File: config.mk
export PLATFORM = sky130hd
export DESIGN_NAME = kwdt_top
export DESIGN_NICKNAME = d
export VERILOG_FILES = /design/src/rtl/kwdt_pkg.sv /design/src/rtl/kwdt_lock.sv /design/src/rtl/kwdt_cfg.sv /design/src/rtl/kwdt_counter.sv /design/src/rtl/kwdt_top.sv
export SDC_FILE = /design/constraint.sdc
export NUM_CORES = 1
export LEC_CHECK = 0
export BUFFER_PORTS_ARGS = -buffer_cell sky130_fd_sc_hd__buf_2
export CORE_ASPECT_RATIO = 2
export CORE_MARGIN = 2
export CORE_UTILIZATION = 56
export CTS_BUF_LIST = sky130_fd_sc_hd__clkbuf_8
export CTS_CLUSTER_SIZE = 8
export DETAILED_ROUTE_END_ITERATION = 10
export GPL_TIMING_DRIVEN = 0
export PLACE_DENSITY = 0.82
export SLEW_MARGIN = 0
export SYNTH_ARGS = -nofsm -noshare
export SYNTH_HDL_FRONTEND = slang
export SYNTH_HIERARCHICAL = 1
export SYNTH_SLANG_ARGS = --single-unit
export TNS_END_PERCENT = 20
File: constraint.sdc
create_clock -name clk_i -period 3.1 [get_ports clk_i]
set_input_delay 0.465 -clock clk_i [delete_from_list [all_inputs] [get_ports clk_i]]
set_output_delay 0.465 -clock clk_i [all_outputs]
set_load 0.01 [all_outputs]
File: src/rtl/kwdt_pkg.sv
package kwdt_pkg;

  localparam int ADDR_W = 5;

  localparam logic [31:0] KICK_A_WORD = 32'h68EF_3490;
  localparam logic [31:0] KICK_B_WORD = 32'hD172_BC5A;
  localparam logic [31:0] RUN_CODE    = 32'hA985_59DA;
  localparam logic [31:0] STOP_CODE   = 32'h5312_ACED;

  localparam logic [3:0] REACT_RESET = 4'h5;
  localparam logic [3:0] REACT_IRQ   = 4'hA;

  // word index = addr[4:2]
  typedef enum logic [2:0] {
    IDX_KICK_A  = 3'd0,
    IDX_KICK_B  = 3'd1,
    IDX_TICKSEL = 3'd2,
    IDX_RUN     = 3'd3,
    IDX_REACT   = 3'd4,
    IDX_PRELOAD = 3'd5
  } reg_idx_e;

  typedef enum logic [1:0] {
    LK_CLOSED = 2'd0,
    LK_HALF   = 2'd1,
    LK_OPEN   = 2'd2
  } lock_e;

  function automatic logic react_code_ok(input logic [31:0] w);
    return (w == 32'(REACT_RESET)) || (w == 32'(REACT_IRQ));
  endfunction

endpackage

File: src/rtl/kwdt_lock.sv
module kwdt_lock
  import kwdt_pkg::*;
(
  input  logic        clk_i,
  input  logic        rst_ni,
  input  logic        wr_en_i,
  input  logic [2:0]  idx_i,
  input  logic [31:0] wdata_i,
  output lock_e       state_o,
  output logic        open_o
);

  lock_e state_q;

  always_ff @(posedge clk_i or negedge rst_ni) begin
    if (!rst_ni) begin
      state_q <= LK_CLOSED;
    end else if (wr_en_i && idx_i == IDX_KICK_A) begin
      state_q <= (wdata_i == KICK_A_WORD) ? LK_HALF : LK_CLOSED;
    end else if (wr_en_i && idx_i == IDX_KICK_B) begin
      state_q <= (state_q == LK_HALF && wdata_i == KICK_B_WORD) ? LK_OPEN : LK_CLOSED;
    end
  end

  assign state_o = state_q;
  assign open_o  = (state_q == LK_OPEN);

endmodule

File: src/rtl/kwdt_cfg.sv
module kwdt_cfg
  import kwdt_pkg::*;
#(
  parameter int PRE_W = 12
) (
  input  logic             clk_i,
  input  logic             rst_ni,
  input  logic             wr_en_i,
  input  logic [2:0]       idx_i,
  input  logic [31:0]      wdata_i,
  input  logic             open_i,
  output logic [1:0]       ticksel_o,
  output logic [3:0]       react_o,
  output logic [PRE_W-1:0] preload_o,
  output logic             running_o,
  output logic             start_o
);

  logic cfg_we;
  assign cfg_we  = wr_en_i && open_i;
  assign start_o = cfg_we && idx_i == IDX_RUN && wdata_i == RUN_CODE && !running_o;

  always_ff @(posedge clk_i or negedge rst_ni) begin
    if (!rst_ni) begin
      ticksel_o <= 2'd3;
      react_o   <= REACT_RESET;
      preload_o <= '0;
      running_o <= 1'b0;
    end else begin
      if (cfg_we && idx_i == IDX_TICKSEL) ticksel_o <= wdata_i[1:0];
      if (cfg_we && idx_i == IDX_REACT && react_code_ok(wdata_i)) react_o <= wdata_i[3:0];
      if (cfg_we && idx_i == IDX_PRELOAD) preload_o <= wdata_i[PRE_W-1:0];
      if (start_o) running_o <= 1'b1;
    end
  end

endmodule

File: src/rtl/kwdt_counter.sv
module kwdt_counter #(
  parameter int PRE_W = 12,
  parameter int SHIFT = 13,
  localparam int CNT_W = PRE_W + SHIFT + 1
) (
  input  logic             clk_i,
  input  logic             rst_ni,
  input  logic             start_i,
  input  logic [PRE_W-1:0] preload_i,
  input  logic             tick_i,
  input  logic             running_i,
  output logic [CNT_W-1:0] cnt_o,
  output logic             expire_o
);

  function automatic logic [CNT_W-1:0] reload_of(input logic [PRE_W-1:0] p);
    return (CNT_W'(p) + CNT_W'(1)) << SHIFT;
  endfunction

  assign expire_o = running_i && tick_i && (cnt_o == CNT_W'(1));

  always_ff @(posedge clk_i or negedge rst_ni) begin
    if (!rst_ni) begin
      cnt_o <= '0;
    end else if (start_i) begin
      cnt_o <= reload_of(preload_i);
    end else if (running_i && tick_i && cnt_o != '0) begin
      cnt_o <= cnt_o - CNT_W'(1);
    end
  end

endmodule

File: src/rtl/kwdt_top.sv
module kwdt_top
  import kwdt_pkg::*;
#(
  parameter int PRE_W = 12,
  parameter int SHIFT = 13,
  localparam int CNT_W = PRE_W + SHIFT + 1
) (
  input  logic              clk_i,
  input  logic              rst_ni,
  input  logic              wr_en_i,
  input  logic [ADDR_W-1:0] addr_i,
  input  logic [31:0]       wdata_i,
  output logic [31:0]       rdata_o,
  input  logic [3:0]        tick_i,
  output logic              irq_o,
  output logic              rst_req_o
);

  logic [2:0]       idx_w;
  lock_e            lock_w;
  logic             open_w;
  logic [1:0]       ticksel_w;
  logic [3:0]       react_w;
  logic [PRE_W-1:0] preload_w;
  logic             run_w;
  logic             start_w;
  logic             tick_w;
  logic [CNT_W-1:0] cnt_w;
  logic             expire_w;

  assign idx_w  = addr_i[4:2];
  assign tick_w = tick_i[ticksel_w];

  kwdt_lock u_lock (
    .clk_i(clk_i), .rst_ni(rst_ni), .wr_en_i(wr_en_i), .idx_i(idx_w),
    .wdata_i(wdata_i), .state_o(lock_w), .open_o(open_w)
  );

  kwdt_cfg #(.PRE_W(PRE_W)) u_cfg (
    .clk_i(clk_i), .rst_ni(rst_ni), .wr_en_i(wr_en_i), .idx_i(idx_w),
    .wdata_i(wdata_i), .open_i(open_w), .ticksel_o(ticksel_w), .react_o(react_w),
    .preload_o(preload_w), .running_o(run_w), .start_o(start_w)
  );

  kwdt_counter #(.PRE_W(PRE_W), .SHIFT(SHIFT)) u_cnt (
    .clk_i(clk_i), .rst_ni(rst_ni), .start_i(start_w), .preload_i(preload_w),
    .tick_i(tick_w), .running_i(run_w), .cnt_o(cnt_w), .expire_o(expire_w)
  );

  always_ff @(posedge clk_i or negedge rst_ni) begin
    if (!rst_ni) begin
      irq_o     <= 1'b0;
      rst_req_o <= 1'b0;
    end else begin
      rst_req_o <= expire_w && (react_w == REACT_RESET);
      if (expire_w && react_w == REACT_IRQ) irq_o <= 1'b1;
    end
  end

  always_comb begin
    case (idx_w)
      IDX_KICK_A, IDX_KICK_B: rdata_o = {30'd0, lock_w};
      IDX_TICKSEL:            rdata_o = {30'd0, ticksel_w};
      IDX_RUN:                rdata_o = run_w ? RUN_CODE : STOP_CODE;
      IDX_REACT:              rdata_o = {28'd0, react_w};
      IDX_PRELOAD:            rdata_o = 32'(preload_w);
      default:                rdata_o = '0;
    endcase
  end

endmodule

[Yosys cells after proc, flatten, opt, wreduce, memory -nomap -nowiden]
Cells that the tools add are included.
Word-level totals
  output and inout port bits: 34
  logic and storage cells: 59
  bits in registers: 49
Cells by class
  order comparisons: 1
  muxes and demuxes: 10
  reduce and logical (&&, ||, !) cells: 23
  equal/unequal tests: 15
  add/subtract/negate cells: 2
Operators by type and width (count)
  $pmux 32 s5: 1
  $eq 32x32->1 const B: 2
  $mux 26: 2
  $eq 32x3->1 const B: 1
  $eq 32x31->1 const B: 1
  $eq 32x4->1 const B: 1
  $mux 32: 1
  $eq 26x1->1 const B: 1
  $reduce_bool 26->1: 1
  $sub 26x1->26 const B: 1
  $logic_and 1x1->1: 16
  $add 12x1->13 const B: 1
  $eq 3x2->1 const B: 2
  $eq 3x3->1 const B: 2
  $mux 2: 3
  $eq 4x3->1 const B: 1
  $eq 4x4->1 const B: 1
  $reduce_bool 2->1: 2
  $eq 3x1->1 const B: 1
  $logic_not 3->1: 1
  $lt 2x3->1 const B: 1
  $bmux 1 s2: 1
  $eq 2x1->1 const B: 1
  $eq 2x2->1 const B: 1
  other kinds (4): 5

[Logic depth before layout (Yosys ltp)]
Gate-level depths: netlist of the first run.
  depth after elaboration: 6
  gate-level depth with buffers: 9

[By module]
Netlist of the first run, hierarchy kept.
Modules (own cells, without submodules)
  kwdt_counter: cells an instance 197, instances 1, area an instance 1764.2 sq um, sequential area each 650.6 sq um
  kwdt_cfg: cells an instance 66, instances 1, area an instance 890.9 sq um, sequential area each 480.5 sq um
  kwdt_top: cells an instance 67, instances 1, area an instance 519.2 sq um, sequential area each 50.0 sq um
  kwdt_lock: cells an instance 29, instances 1, area an instance 241.5 sq um, sequential area each 50.0 sq um

[Worst setup path after synthesis of the first run]
OpenSTA, ideal clock, no wires.
  path kind: reg2reg
  start: reg u_cnt.cnt_o[19]
  end: reg u_cnt.cnt_o[25]
  stages on the path, launching flop included: 9
  clock period less this slack: 2434 ps
  buffers on the path: 3
  setup slack: 666 ps
  arrival: 2313 ps
  path through: dfrtp_1 > or4_1 > buf_2 > or4_4 > buf_6 > o21a_1 > buf_6 > o22a_1 > o22a_1
Between the ends
  longest elaborated chain between the ends: 3
Ends and longest elaborated chain
  from (decl): RTL line kwdt_counter.sv:12  | output logic [CNT_W-1:0] cnt_o,
  from (signal assigned): RTL line kwdt_counter.sv:26  | cnt_o <= reload_of(preload_i);
  from (signal assigned): RTL line kwdt_counter.sv:28  | cnt_o <= cnt_o - CNT_W'(1);
  $sub 26x1->26 or $reduce_bool 26->1 (tied branches): RTL line kwdt_counter.sv:28, kwdt_counter.sv:27
  $mux 26 or $logic_and 1x1->1 (tied branches): RTL line kwdt_counter.sv:27  | end else if (running_i && tick_i && cnt_o != '0) begin
  $mux 26 or $reduce_bool 2->1 (tied branches)
Parallel ways exist; a longest one is shown, timed or not. The select of a mux whose other input is x is not followed.
A chain may end at the register's enable or synchronous reset.

[Worst setup path in the final report of the first run]
  start: reg u_cnt.cnt_o[4]
  end: reg u_cnt.cnt_o[15]
Same word-level chain as after synthesis.

==> results of run 1 <==
-- cells by family after synthesis --
family / Yosys count / share of synthesized area, %
AOI/OAI and AO/OA: 57 / 12.60
xor gates and xnor gates: 19 / 4.872
adders and majority gates: 3 / 1.099
buffers and inverters: 37 / 6.850
DFF: 49 / 36.04
muxes: 31 / 10.29
other: 1 / 0.1098
and+or+nand+nor: 162 / 28.13
-- timing repair --
item	CTS	global route
gates resized for setup	0	2
setup endpoints to repair	0	11
setup buffers	0	0
hold endpoints to repair	0	0
-- through the flow --
step / hold slack [ns] / utilization, % / power (W) / worst slack, ns / std cells
3_3_place_gp: 0.4362 / 64.83 / 0.0007668 / 0.2439 / 496
5_1_grt: 0.4288 / 66.37 / 0.001185 / 0.07698 / 504
4_1_cts: 0.3925 / 66.34 / 0.001150 / 0.2460 / 504
2_1_floorplan: 0.1694 / - / 0.0006974 / 0.6656 / 362
6_report: 0.3528 / 66.37 / 0.001143 / 0.2900 / 504
3_5_place_dp: 0.4579 / 64.83 / 0.0007688 / 0.2288 / 496
-- placed cells by master, fill, tap and decap left out, types with 9 or more instances in the layout --
cell and n:
nor2_1 27, mux2i_1 10, nor3_1 11, buf_4 19
nand4_1 11, nor2b_1 11, buf_2 72, dfrtp_1 45
nand2_1 23, xnor2_1 13, nand3_1 13, nor4_1 14
mux2_2 16, inv_1 9, a21oi_1 11
-- state kept, by name, indices dropped and copies added (netlist names) --
register and cells:
u_cnt/cnt_o 26, u_cfg/preload_o 12, u_cfg/react_o 4, u_cfg/ticksel_o 2
u_lock/state_o 2, irq_o 1, rst_req_o 1, u_cfg/running_o 1
-- critical path, cell delays in order, from the launching register on --
cell and delay [ns]:
dfrtp_1 0.43, nor4_2 0.70, nand4_1 0.57, o211ai_1 0.69, o21ai_0 0.17, a22oi_1 0.19
-- layer usage --
| layer | wire length (um) | up-vias |
|---|---|---|
| met5 | 0 | - |
| met3 | 332 | 50 |
| met4 | 603 | 0 |
| li1 | - | 1493 |
| met2 | 5298 | 129 |
| met1 | 2915 | 1508 |
-- where the power goes --
part | switching, W | leakage, nW | internal, W | total, W
Clock | 0.000210 | 0.0538 | 0.000176 | 0.000386
Combinational | 0.0000690 | 1.12 | 0.0000493 | 0.000118
Sequential | 0.00000000000000625 | 0.660 | 0.000639 | 0.000639
-- final cells by class --
cell class                      instances  area (um^2)
Multi-Input combinational cell        276         1962
Clock inverter                          2        7.507
Sequential cell                        49         1231
Inverter                                7        26.28
Tap cell                               63        78.83
Buffer                                 30        209.0
Fill cell                             502         2003
Clock buffer                            6        82.58
Timing Repair Buffer                   71        355.3
-- final timing paths --
| kind | from | end | cells after the start |
|---|---|---|---|
| setup reg to reg | u_cnt/cnt_o[4] | u_cnt/cnt_o[15] | 5 |
| hold / removal | rst_ni | u_cnt/cnt_o[4] | 1 |
| hold reg to reg | irq_o | irq_o | 1 |
| min in group clk_i | wdata_i[10] | u_cfg/preload_o[10] | 2 |
| max in group asynchronous | rst_ni | u_cfg/preload_o[5] | 1 |
| setup / recovery | u_cnt/cnt_o[4] | u_cnt/cnt_o[15] | 5 |
==> results_dict.tcl, run 1 <==
set metrics [dict create \
    max_freq_ghz 0.3559 \
    n_antenna_cell 0 \
    grt_overflow 0 \
    grt_use_met1_pct 25.15 \
    placed_cell_area_um2 3861 \
    end_kind "register" \
    cap_violations 0 \
    cts_root_buf "clkbuf_8" \
    fin_crit_sh_pct 90.65 \
    hold_class "in -> async" \
    tns_ns 0 \
    clk_path_buf_depth 2 \
    cts_hold_buf 0 \
    syn-instance-count 359 \
    htree_levels 2 \
    dp_hpwl_um 7310 \
    num_vias 3180 \
    globalplace.congestion 0.9273 \
    synth_cell_types 65 \
    crit_fanout 10 \
    startpoint_type "register" \
    drc_errors 0 \
    critPathKind "reg -> reg" \
    met3_usage_pct 3.051 \
    wl_per_cell_um 18.15 \
    viasPerCell 6.310 \
    clk_latency_ns 0.31 \
    rsz0062_at_grt "false" \
    tritoncts "yes" \
    fin_area_um2 3953 \
    ant_nets 0 \
    status "finished clean" \
    start_util_pct 57.35 \
    yosysTopAreaCell "dfrtp_1" \
    drive_above_1_share_pct 31.29 \
    synth_seq_cells 49 \
    core_area_um2 5956 \
    tightest_slew_ns 1.126 \
    antenna_found_initial 0 \
    clkSinkCount 49 \
    nNetsFinal 487 \
    grt_pass1_wl_um 14230 \
    drv_slew 0 \
    reg2reg_slack_ns 0.29 \
    ir_drop_v 0.0002960 \
    synth_warnings 6 \
    synthArstFlopShare_pct 100.0 \
    finalCriticalPeriod_ns 2.810 \
    grt_start_max_net_pins 50 \
    ioPinCount 78 \
    synthesis.area_um2 3416 \
    firstDrtPassIters 4 \
    hold_viol 0 \
    arrival_ns 3.04 \
    synth_top_area_share_pct 32.97 \
    io_buffer_count 71 \
    finalWirelength_um 9149 \
    relSlewSlack_pct 24.92 \
    rows 40 \
    die_y_um 114.5 \
    setup_violations 0 \
    synthTopCellsByCount "dfrtp_1 (45), nor2_1 (27), nand2_1 (23)" \
    synth_seq_area_share_pct 36.04 \
    power.leakage_nw 1.835 \
    clkTransAtPathRegs_ns 0.09 \
    fin_worst_skew_ns 0.01030 \
    grtUsageMet2_pct 52.53 \
    fp.dieW_um 59.23 \
    drtIter0Drc 114 \
    yosysMostFrequentCell "dfrtp_1" \
    yosys-top-cells-area "dfrtp_1 (33%), mux2_2 (5.3%), buf_4 (4.2%)" \
    avgSynthCellArea_um2 9.515 \
    synthToLayoutAreaGrowth_pct 15.71 \
    synth_edf_count 0 \
    power.density_nw_per_um2 289.2 \
    dieArea_um2 6778 \
    cts_buffers 5 \
    grt_pass1_vias 3095 \
    top_usage_layer "met2" \
    grt_usage_pct 27.84 \
    worst_ep_required_time_ns 3.33 \
    ys.flop_type "dfrtp_1" \
]
(Power assumes the default switching activity.)
==> inputs of run 2 (changes only) <==
--- a/config.mk
+++ b/config.mk
@@ -6,14 +6,16 @@
 export NUM_CORES = 1
 export LEC_CHECK = 0
 export BUFFER_PORTS_ARGS = -buffer_cell sky130_fd_sc_hd__buf_2
+export CELL_PAD_IN_SITES_DETAIL_PLACEMENT = 1
+export CELL_PAD_IN_SITES_GLOBAL_PLACEMENT = 2
 export CORE_ASPECT_RATIO = 2
 export CORE_MARGIN = 2
-export CORE_UTILIZATION = 56
+export CORE_UTILIZATION = 34
 export CTS_BUF_LIST = sky130_fd_sc_hd__clkbuf_8
 export CTS_CLUSTER_SIZE = 8
 export DETAILED_ROUTE_END_ITERATION = 10
 export GPL_TIMING_DRIVEN = 0
-export PLACE_DENSITY = 0.82
+export PLACE_DENSITY_LB_ADDON = 0.1
 export SLEW_MARGIN = 0
 export SYNTH_ARGS = -nofsm -noshare
 export SYNTH_HDL_FRONTEND = slang
==> results_dict.tcl, run 2 (synthesis results as in run 1) <==
set metrics [dict create \
    status "finished clean" \
    rows 51 \
    relSlewSlack_pct 22.89 \
    worstReg2RegEnd "u_cnt/cnt_o[15]" \
    cts_root_buf "clkbuf_8" \
    fillCellCount 1170 \
    start_util_pct 34.99 \
    tritoncts "yes" \
    n_antenna_cell 0 \
    grt_pass1_wl_um 17530 \
    cap_violations 0 \
    grt_usage_pct 21.45 \
    htree_levels 2 \
    die_y_um 145.8 \
    p_seq_share_pct 54.1 \
    globalplace.congestion 0.8345 \
    core_area_um2 9763 \
    rr_startpoint "u_cnt/cnt_o[8]" \
    clkSinkCount 49 \
    rr_worst_depth 5 \
    fin_worst_skew_ns 0.008272 \
    met2_length_um 6685 \
    startpoint_type "register" \
    firstDrtPassIters 4 \
    wl_per_cell_um 19.21 \
    rsz0062_at_grt "false" \
    reg2reg_slack_ns 0.27 \
    synthToLayoutAreaGrowth_pct 18.83 \
    drive_above_1_share_pct 31.75 \
    antenna_found_initial 0 \
    worst_ep_required_time_ns 3.32 \
    area.sequential_um2 1231 \
    largest_register "u_cnt/cnt_o" \
    drv_slew 0 \
    pwr-share-clk_pct 35.7 \
    clkTransAtPathRegs_ns 0.09 \
    clk_latency_ns 0.31 \
    cts_buffers 5 \
    p_comb_share_pct 10.2 \
    layout_setup_ws_ns 0.2712 \
    fp.dieW_um 74.88 \
    io_buffer_count 71 \
    ctsResizeCount 0 \
    dieArea_um2 10910 \
    internal_power_w 0.0008904 \
    tightest_slew_ns 1.157 \
    routed.top_layer "met4" \
    end_kind "register" \
    ant_nets 0 \
    reg_top3 "u_cnt/cnt_o: 26 flops, u_cfg/preload_o: 12 flops, u_cfg/react_o: 4 flops" \
    arrival_ns 3.05 \
    multi_input_area_um2 1971 \
    finalCriticalPeriod_ns 2.829 \
    grt_start_max_net_pins 50 \
    layout_common_cells "buf_2 (72), dfrtp_1 (45), nor2_1 (27)" \
    viasPerCell 5.464 \
    final_common_cell "buf_2" \
    ioPinCount 78 \
    p_sw_share_pct 24.60 \
    ir_drop_v 0.0001430 \
    crit_fanout 10 \
    dp_hpwl_um 9063 \
    grt_pass1_vias 3381 \
    power.density_nw_per_um2 290.9 \
    wl_met1_um 3625 \
    finalWirelength_um 11010 \
    fin_crit_sh_pct 91.25 \
    post-cts-setup-buffers 0 \
    num_vias 3131 \
    final_core_util_pct 41.57 \
    wl_met3_um 243 \
    nNetsFinal 487 \
    clk_path_buf_depth 2 \
    hold_viol 0 \
    switching_power_w 0.0002905 \
    critPathKind "reg -> reg" \
    hold_class "in -> async" \
    cts_hold_buf 0 \
    grt_overflow 0 \
    largest_register_ffs 26 \
    max_freq_ghz 0.3535 \
    drc_errors 0 \
    power.leakage_nw 1.841 \
    setup_violations 0 \
    drtIter0Drc 88 \
    pre_cts_ws_ns -0.06912 \
]
==> run 2: changes by cell type in the layout (fill, tap and decap cells not counted), sizes merged <==
cell    before  now
clkbuf      12   13
clkinv       0    1
inv          9    7
==> run 2: per-layer routing <==
layer  track usage (%)  vias to the layer above
met4             10.09                        0
met1             20.40                     1546
li1                  -                     1491
met5                 0                        -
met2             42.02                       72
met3             2.424                       22
==> run 2: power groups by stage <==
stage          clock (W)  combinational [W]  sequential (W)
2_1_floorplan          0          0.0000459        0.000652
3_3_place_gp           0           0.000123        0.000651
3_5_place_dp           0           0.000124        0.000651
4_1_cts         0.000441           0.000124        0.000639
5_1_grt         0.000474           0.000134        0.000639
6_report        0.000421           0.000121        0.000639
==> run 2: layout make-up <==
type	instances	area share (%)
inverters	7	0.6473
clock buffers	7	2.374
well taps	132	4.069
multi-input cells	276	48.55
plain buffers	30	5.148
flip-flops and latches	49	30.33
repair buffers	71	8.755
clock inverters	1	0.1233
==> run 2: worst max path at each step <==
| stage | startpoint | to | slack, ns | cells after the start |
|---|---|---|---|---|
| floorplan | u_cnt/cnt_o[19] | u_cnt/cnt_o[25] | 0.67 | 8 |
| global placement | wdata_i[10] | u_cnt/cnt_o[10] | -0.11 | 8 |
| detailed placement | wdata_i[10] | u_cnt/cnt_o[3] | -0.07 | 8 |
| CTS | u_lock/state_o[1] | u_cnt/cnt_o[3] | 0.05 | 8 |
| global route | u_lock/state_o[1] | u_cnt/cnt_o[3] | 0.04 | 8 |
| finish | u_cnt/cnt_o[8] | u_cnt/cnt_o[15] | 0.27 | 5 |
==> run 2: per-stage QoR <==
stage	total power, W	setup TNS [ns]	cell area [um^2]	hold WS (ns)	instances
6_report	0.001181	0	4059	0.3694	573
3_3_place_gp	0.0007740	-0.9925	3948	0.4367	565
2_1_floorplan	0.0006974	0	3427	0.1694	362
5_1_grt	0.001247	0	4059	0.4426	573
3_5_place_dp	0.0007752	-0.4648	3948	0.4555	565
4_1_cts	0.001204	0	4049	0.4334	573
==> run 2: worst max-delay path, cell delays in order, from the launching register on <==
cell and delay (ns):
dfrtp_1 0.45, nor4_1 0.67, nand4_1 0.56, o211ai_1 0.71
o21ai_0 0.16, a22oi_1 0.18
